===== config.mk =====
export PLATFORM = sky130hd
export DESIGN_NAME = usec_timer
export DESIGN_NICKNAME = d
export VERILOG_FILES = /design/src/rtl/usec_timer_pkg.sv /design/src/rtl/usec_timer_prescaler.sv /design/src/rtl/usec_timer_counter.sv /design/src/rtl/usec_timer_busport.sv /design/src/rtl/usec_timer.sv
export SDC_FILE = /design/constraint.sdc
export NUM_CORES = 1
export LEC_CHECK = 0
export ABC_AREA = 0
export ABC_CLOCK_PERIOD_IN_PS = 4900
export BUFFER_PORTS_ARGS = -buffer_cell sky130_fd_sc_hd__buf_2
export CELL_PAD_IN_SITES_DETAIL_PLACEMENT = 0
export CELL_PAD_IN_SITES_GLOBAL_PLACEMENT = 1
export CORE_ASPECT_RATIO = 0.7
export CORE_MARGIN = 2
export CORE_UTILIZATION = 45
export CTS_CLUSTER_DIAMETER = 30
export DETAILED_ROUTE_END_ITERATION = 16
export PLACE_DENSITY_LB_ADDON = 0.08
export REMOVE_ABC_BUFFERS = 1
export SKIP_LAST_GASP = 1
export SLEW_MARGIN = 20
export SYNTH_ARGS = -nofsm -noshare
export SYNTH_HDL_FRONTEND = slang
export SYNTH_SLANG_ARGS = --single-unit

===== constraint.sdc =====
create_clock -name clk -period 4.9 [get_ports clk]
set_clock_uncertainty 0.15 [all_clocks]
set_input_delay 1.47 -clock clk [delete_from_list [all_inputs] [get_ports clk]]
set_output_delay 1.47 -clock clk [all_outputs]
set_load 0.05 [all_outputs]

===== src/rtl/usec_timer_pkg.sv =====
package usec_timer_pkg;

    localparam int BYTE_W = 8;

    typedef enum logic [1:0] {
        S_IDLE     = 2'd0,
        S_DRIVE_LO = 2'd1,
        S_DRIVE_HI = 2'd2
    } bus_state_e;

    typedef enum logic [1:0] {
        ACC_NONE  = 2'd0,
        ACC_RD_LO = 2'd1,
        ACC_RD_HI = 2'd2
    } access_e;

endpackage


===== src/rtl/usec_timer_prescaler.sv =====
module usec_timer_prescaler #(
    parameter int DIV = 42
) (
    input  logic clk,
    input  logic rst_n,
    input  logic restart_i,
    output logic tick_o
);
    localparam int PRE_W = (DIV > 1) ? $clog2(DIV) : 1;
    localparam logic [PRE_W-1:0] LAST = PRE_W'(DIV - 1);

    logic [PRE_W-1:0] phase_q;

    assign tick_o = (phase_q == LAST);

    always_ff @(posedge clk or negedge rst_n) begin
        if (!rst_n) begin
            phase_q <= '0;
        end else if (restart_i || tick_o) begin
            phase_q <= '0;
        end else begin
            phase_q <= phase_q + 1'b1;
        end
    end
endmodule


===== src/rtl/usec_timer_counter.sv =====
module usec_timer_counter #(
    parameter int CNT_W = 16
) (
    input  logic             clk,
    input  logic             rst_n,
    input  logic             clear_i,
    input  logic             step_i,
    output logic [CNT_W-1:0] count_o
);
    always_ff @(posedge clk or negedge rst_n) begin
        if (!rst_n) begin
            count_o <= '0;
        end else if (clear_i) begin
            count_o <= '0;
        end else if (step_i) begin
            count_o <= count_o + 1'b1;
        end
    end
endmodule


===== src/rtl/usec_timer_busport.sv =====
module usec_timer_busport
    import usec_timer_pkg::*;
#(
    parameter int              ADDR_W  = 8,
    parameter logic [ADDR_W-1:0] LO_ADDR = 8'hE6,
    parameter logic [ADDR_W-1:0] HI_ADDR = 8'hE7
) (
    input  logic                  clk,
    input  logic                  rst_n,
    input  logic [ADDR_W-1:0]     io_addr,
    input  logic                  io_rd,
    input  logic                  io_wr,
    input  logic [2*BYTE_W-1:0]   value_i,
    output logic                  clear_o,
    output logic [BYTE_W-1:0]     io_rdata,
    output logic                  io_oe
);
    access_e    acc;
    bus_state_e state_q;
    bus_state_e state_d;

    assign clear_o = io_wr && (io_addr == LO_ADDR);

    always_comb begin
        acc = ACC_NONE;
        if (io_rd && (io_addr == LO_ADDR)) begin
            acc = ACC_RD_LO;
        end else if (io_rd && (io_addr == HI_ADDR)) begin
            acc = ACC_RD_HI;
        end
    end

    always_comb begin
        unique case (acc)
            ACC_RD_LO: state_d = S_DRIVE_LO;
            ACC_RD_HI: state_d = S_DRIVE_HI;
            default:   state_d = S_IDLE;
        endcase
    end

    always_ff @(posedge clk or negedge rst_n) begin
        if (!rst_n) begin
            state_q <= S_IDLE;
        end else begin
            state_q <= state_d;
        end
    end

    always_ff @(posedge clk or negedge rst_n) begin
        if (!rst_n) begin
            io_rdata <= '0;
        end else begin
            unique case (state_d)
                S_DRIVE_LO: io_rdata <= value_i[BYTE_W-1:0];
                S_DRIVE_HI: io_rdata <= value_i[2*BYTE_W-1:BYTE_W];
                default:    io_rdata <= '0;
            endcase
        end
    end

    assign io_oe = (state_q != S_IDLE);
endmodule


===== src/rtl/usec_timer.sv =====
module usec_timer
    import usec_timer_pkg::*;
#(
    parameter int                DIV     = 42,
    parameter int                CNT_W   = 16,
    parameter int                ADDR_W  = 8,
    parameter logic [ADDR_W-1:0] LO_ADDR = 8'hE6,
    parameter logic [ADDR_W-1:0] HI_ADDR = 8'hE7
) (
    input  logic              clk,
    input  logic              rst_n,
    input  logic [ADDR_W-1:0] io_addr,
    input  logic              io_rd,
    input  logic              io_wr,
    input  logic [7:0]        io_wdata,
    output logic [7:0]        io_rdata,
    output logic              io_oe
);
    localparam int EXT_W = 2 * BYTE_W;

    logic             clr_w;
    logic             tick_w;
    logic [CNT_W-1:0] cnt_w;
    logic [EXT_W-1:0] cnt_ext;

    // Write data carries no meaning: any value clears.
    logic unused_wdata;
    assign unused_wdata = ^io_wdata;

    assign cnt_ext = EXT_W'(cnt_w);

    usec_timer_prescaler #(.DIV(DIV)) u_pre (
        .clk       (clk),
        .rst_n     (rst_n),
        .restart_i (clr_w),
        .tick_o    (tick_w)
    );

    usec_timer_counter #(.CNT_W(CNT_W)) u_cnt (
        .clk     (clk),
        .rst_n   (rst_n),
        .clear_i (clr_w),
        .step_i  (tick_w),
        .count_o (cnt_w)
    );

    usec_timer_busport #(
        .ADDR_W  (ADDR_W),
        .LO_ADDR (LO_ADDR),
        .HI_ADDR (HI_ADDR)
    ) u_bus (
        .clk      (clk),
        .rst_n    (rst_n),
        .io_addr  (io_addr),
        .io_rd    (io_rd),
        .io_wr    (io_wr),
        .value_i  (cnt_ext),
        .clear_o  (clr_w),
        .io_rdata (io_rdata),
        .io_oe    (io_oe)
    );
endmodule


== Word level (Yosys, flattened, before mapping) ==
Cells that the tools add are included.
Storage, ports and cells
  flip-flop bits (word level): 32
  bits of input ports: 20
  output and inout port bits: 9
  word-level logic and storage cells: 26
Cells by class
  $add $sub $neg: 2
  equality and inequality tests: 7
  mux-type cells: 7
  reduce and logical (&&, ||, !) cells: 6
Operators by type and width (number)
  $mux 16: 2
  $add 16x1->16 const B: 1
  $eq 8x8->1 const B: 2
  $pmux 8 s2: 1
  $add 6x1->6 const B: 1
  $eq 6x6->1 const B: 1
  $mux 6: 1
  $eq 2x1->1 const B: 2
  $eq 2x2->1 const B: 2
  $mux 2: 2
  $pmux 2 s2: 1
  $reduce_bool 2->1: 2
  $logic_and 1x1->1: 3
  $logic_or 1x1->1: 1

== Logic depth before layout (Yosys ltp) ==
  depth in word-level cells: 8
  gate-level depth with buffers: 6
  gate-level depth less buffers: 6

== Hierarchy ==
Synthesis repeated with hierarchy kept, for this count alone.
Unflattened totals
  cells, all modules: 145
  area, all modules: 1646.6 um2
Modules (own cells, without submodules)
  usec_timer_counter: area each 872.1 um2, cells an instance 82, sequential area each 400.4 um2, instances 1
  usec_timer_busport: area each 480.5 um2, cells an instance 37, sequential area each 250.2 um2, instances 1
  usec_timer_prescaler: area each 294.0 um2, cells an instance 26, sequential area each 150.1 um2, instances 1

== Worst setup path after synthesis ==
OpenSTA, ideal clock, no wires.
  path kind: input port to flip-flop
  start: in io_addr[0]
  end: reg u_cnt.count_o[10]
  cell stages on the path: 4
  required time: 4.618 ns
  buffers on the path: 1
  path slack: 1.995 ns
  data arrival time: 2.623 ns
  setup time: 0.132 ns
  cell sequence: nand4b_1 > nor3_1 > clkbuf_1 > nor2_1
Between the ends
  longest elaborated chain between the ends: 3
  elaborated cells on any way between the ends: 4
  classes of those cells: eq/ne (1); mux (1); reduce/logical (2)
RTL lines
  start, declared: line usec_timer.sv:12  | input logic [ADDR_W-1:0] io_addr,
  $eq 8x8->1 *: line usec_timer_busport.sv:22  | assign clear_o = io_wr && (io_addr == LO_ADDR);
  $logic_and 1x1->1 *: line usec_timer_busport.sv:22
  $mux 16 or $reduce_bool 2->1 (tied branches)
  end signal, assigned: line usec_timer_counter.sv:16  | count_o <= count_o + 1'b1;
  end, declared: line usec_timer_counter.sv:8  | output logic [CNT_W-1:0] count_o
Every way passes the cells marked *; elsewhere a longest branch is shown, timed or not.
A chain may end at the register's enable or synchronous reset.

== Worst setup path in the final report ==
  start: in io_addr[0]
  end: reg u_bus.io_rdata[3]
Between the ends
  longest elaborated chain between the ends: 8
  elaborated cells on any way between the ends: 12
  classes of those cells: eq/ne (6); mux (4); reduce/logical (2)
RTL lines
  $eq 8x8->1: line usec_timer_busport.sv:28  | end else if (io_rd && (io_addr == HI_ADDR)) begin
  $logic_and 1x1->1: line usec_timer_busport.sv:28
  $mux 2: line usec_timer_busport.sv:28
  $mux 2 *: line usec_timer_busport.sv:26  | if (io_rd && (io_addr == LO_ADDR)) begin
  $eq 2x2->1 or $eq 2x1->1 (tied branches): line usec_timer_busport.sv:34  | unique case (acc)
  $pmux 2 s2 *: line usec_timer_busport.sv:34
  via u_bus.state_d[0]: line usec_timer_busport.sv:20  | bus_state_e state_d;
  $eq 2x2->1 or $eq 2x1->1 (tied branches): line usec_timer_busport.sv:53  | unique case (state_d)
  $pmux 8 s2 *: line usec_timer_busport.sv:53
  end signal, assigned: line usec_timer_busport.sv:54  | S_DRIVE_LO: io_rdata <= value_i[BYTE_W-1:0];
  end signal, assigned: line usec_timer_busport.sv:55  | S_DRIVE_HI: io_rdata <= value_i[2*BYTE_W-1:BYTE_W];
  end, declared: line usec_timer_busport.sv:15  | output logic [BYTE_W-1:0] io_rdata,
Mark *: on every way through the listed nets, which the timed path passes. The rest lies on a longest branch.

==> results.ini <==
[synthesis]
synth_top_cell_by_area = dfrtp_1
synth_area_leaders = dfrtp_1 (52%), xnor2_1 (7.4%), nor2_1 (5.6%)
synth_area_sq_um = 1530
synthArstFlopShare_pct = 100.0
synth_ff_type = dfrtp_1
synth_commonest_cells = dfrtp_1 (32), nor2_1 (23), xnor2_1 (13)
synth_top_cell_area_share_pct = 52.33
synthDistinctLibCells = 29
netlist_instances = 143
synth_edf_count = 0
synth_most_common_cell = dfrtp_1
ys_ff_latch = 32
yosys_warnings = 0
ys_seq_area_share_pct = 52.33
syn_area_per_cell_sq_um = 10.70

[clocking]
path_clk_slew_ns = 0.07
cts_tree = built
htreeDepth = 2
clockBufferDepth = 2
cts_hold_buf = 0
clkSinkCount = 32
post_cts_resized = 0
cts_setup_buffers = 0
cts-root-buf = clkbuf_8
clock_latency_ns = 0.28
cts_buffers = 5

[critical_path]
slowest_delay_ns = 0.78
crit_required_ns = 4.96
startpoint_type = input pin
path_max_fanout = 9
path_cells = buf_2 > nand4b_1 > nor3_1 > a22o_1
end_kind = register
worst-setup-path-type = input pin to register
crit_arrival_ns = 2.82
cp_slowest_cell = nor3_1

[status]
status = finished, final reports clean

[final_layout]
multiInputGateArea_sq_um = 696.9
final_cell_area_sq_um = 1772
fillerInstances = 289
final_nets = 191
layout.cells.non_filler = 207
areaGrowthSynthToFinish_pct = 15.78
diodes = 0
drive_above_1_share_pct = 21.89
seq_area_sq_um = 800.8

[grt]
grt_usage_pct = 18.65
grt_max_degree = 33
grt-ovfl-total = 0
antenna_found_initial = 0
grt_pass1_wl_um = 5264
first_global_vias = 1125

[sta]
slew_viol_final = 0
slew_headroom_pct = 37.27
period_needed_ns = 2.754
timing.fmax_ghz = 0.3631
rsz0062_at_grt = no
finalSetupViolCount = 0
hold_viol = 0
holdWs_ns = 0.3340
final.period_utilization_pct = 56.21
worst_slew_pin_slew_ns = 0.9338
setup_tns_ns = 0
layout_setup_ws_ns = 2.146

[detailed_routing]
drc = 0
via_per_inst = 5.420
drt-total-wl_um = 2999
drt_pass1_iterations = 4
ant_nets = 0
drt_iter0_drc = 90
wl_per_cell_um = 14.49
vias = 1122

[worst_hold_path]
hold_path.class = register to register

[placed_design]
placed_area_sq_um = 1664
portBuffers = 20
dp_hpwl_um = 2124
gp_congestion = 0.7728
post-place-ws_ns = 1.850
dp.cells = 199

[die]
die_w_um = 73.70
io_pins = 29
fp.coreArea_sq_um = 3191
initial_utilization_pct = 47.96
dieArea_sq_um = 3891
rows = 17
die_y_um = 52.79

[power]
power_density_nw_per_um2 = 526.5
leakage_nw = 0.7744
ir_drop_uv = 318.7

[job]
maxCapViolations = 0

==> critical path: cells and delay by family <==
family | cells | cell delay, ns
buf+inv | 1 | 0.10
compound gates | 1 | 0.27
simple gates | 2 | 0.97
==> cell type report <==
cell class	instances	area share, %
clock buffer	6	4.096
sequential	32	45.20
tap	38	2.684
timing repair buffer	21	6.073
clock inverter	2	1.977
multi-input combinational	105	39.34
inverter	3	0.6356
==> logic make-up (layout without fill, tap and decap cells) <==
kind of cell / Yosys count / in the layout / share of synthesized area [%]
simple gates: 71 / 71 / 26.33
flops: 32 / 32 / 52.33
mux: 1 / 1 / 0.7358
xor+xnor: 16 / 16 / 9.158
buf+inv: 6 / 32 / 2.453
fa+ha+maj: 3 / 3 / 2.453
compound gates: 14 / 14 / 6.541
==> cells in the final DEF (no fill, tap or decap), types with 2 or more instances in the layout <==
cell type and count:
a22o_1 8, nand4b_1 3, nand4_1 6, nor2_1 23
xor2_1 3, inv_1 3, ha_1 3, clkbuf_8 5
or3_1 2, buf_2 20, nor3_1 4, nor4_1 5
nand2_1 11, a21oi_1 3, nand3_1 4, dfrtp_1 32
xnor2_1 13, or2_2 3, o21ai_0 3
==> routing by layer <==
layer	vias up	track usage, %	share of wire, %
met5	-	0	0
met1	542	24.64	52
li1	555	-	-
met4	0	7.273	0.60
met3	2	5.192	3.8
met2	23	29.02	44
==> report_power, final <==
| part | switching, mW | leakage (nW) | total, mW | internal (mW) |
|---|---|---|---|---|
| Clock | 0.0956 | 0.0552 | 0.246 | 0.151 |
| Combinational | 0.115 | 0.348 | 0.229 | 0.114 |
| Sequential | 0.120 | 0.371 | 0.458 | 0.338 |
| Total | 0.330 | 0.774 | 0.933 | 0.603 |
==> final timing paths <==
kind | depth (start not counted) | slack (ns) | from | to
min reg2reg | 1 | 0.33 | u_pre.phase_q[0] | u_pre.phase_q[0]
max in group asynchronous | 1 | 3.04 | rst_n | u_pre.phase_q[0]
min in group asynchronous | 1 | 1.09 | rst_n | u_bus.state_q[0]
max reg2reg | 6 | 2.67 | u_pre.phase_q[1] | u_cnt.count_o[15]
min | 1 | 0.33 | u_pre.phase_q[0] | u_pre.phase_q[0]
max | 4 | 2.15 | io_addr[0] | u_bus.io_rdata[3]
==> through the flow <==
| step | utilization (%) | power [mW] |
|---|---|---|
| 3_5_place_dp | 52.16 | 0.6896 |
| 3_3_place_gp | 52.16 | 0.6814 |
| 5_1_grt | 55.53 | 0.9992 |
| 4_1_cts | 55.53 | 0.9408 |
| 6_report | 55.53 | 0.9329 |
| 2_1_floorplan | - | 0.6132 |
==> flip-flops by register name, indices dropped and copies added, names as in the netlist <==
signal,count
u_bus.state_q,2
u_cnt.count_o,16
u_pre.phase_q,6
u_bus.io_rdata,8
No activity file was read; power rests on OpenSTA's default activity.
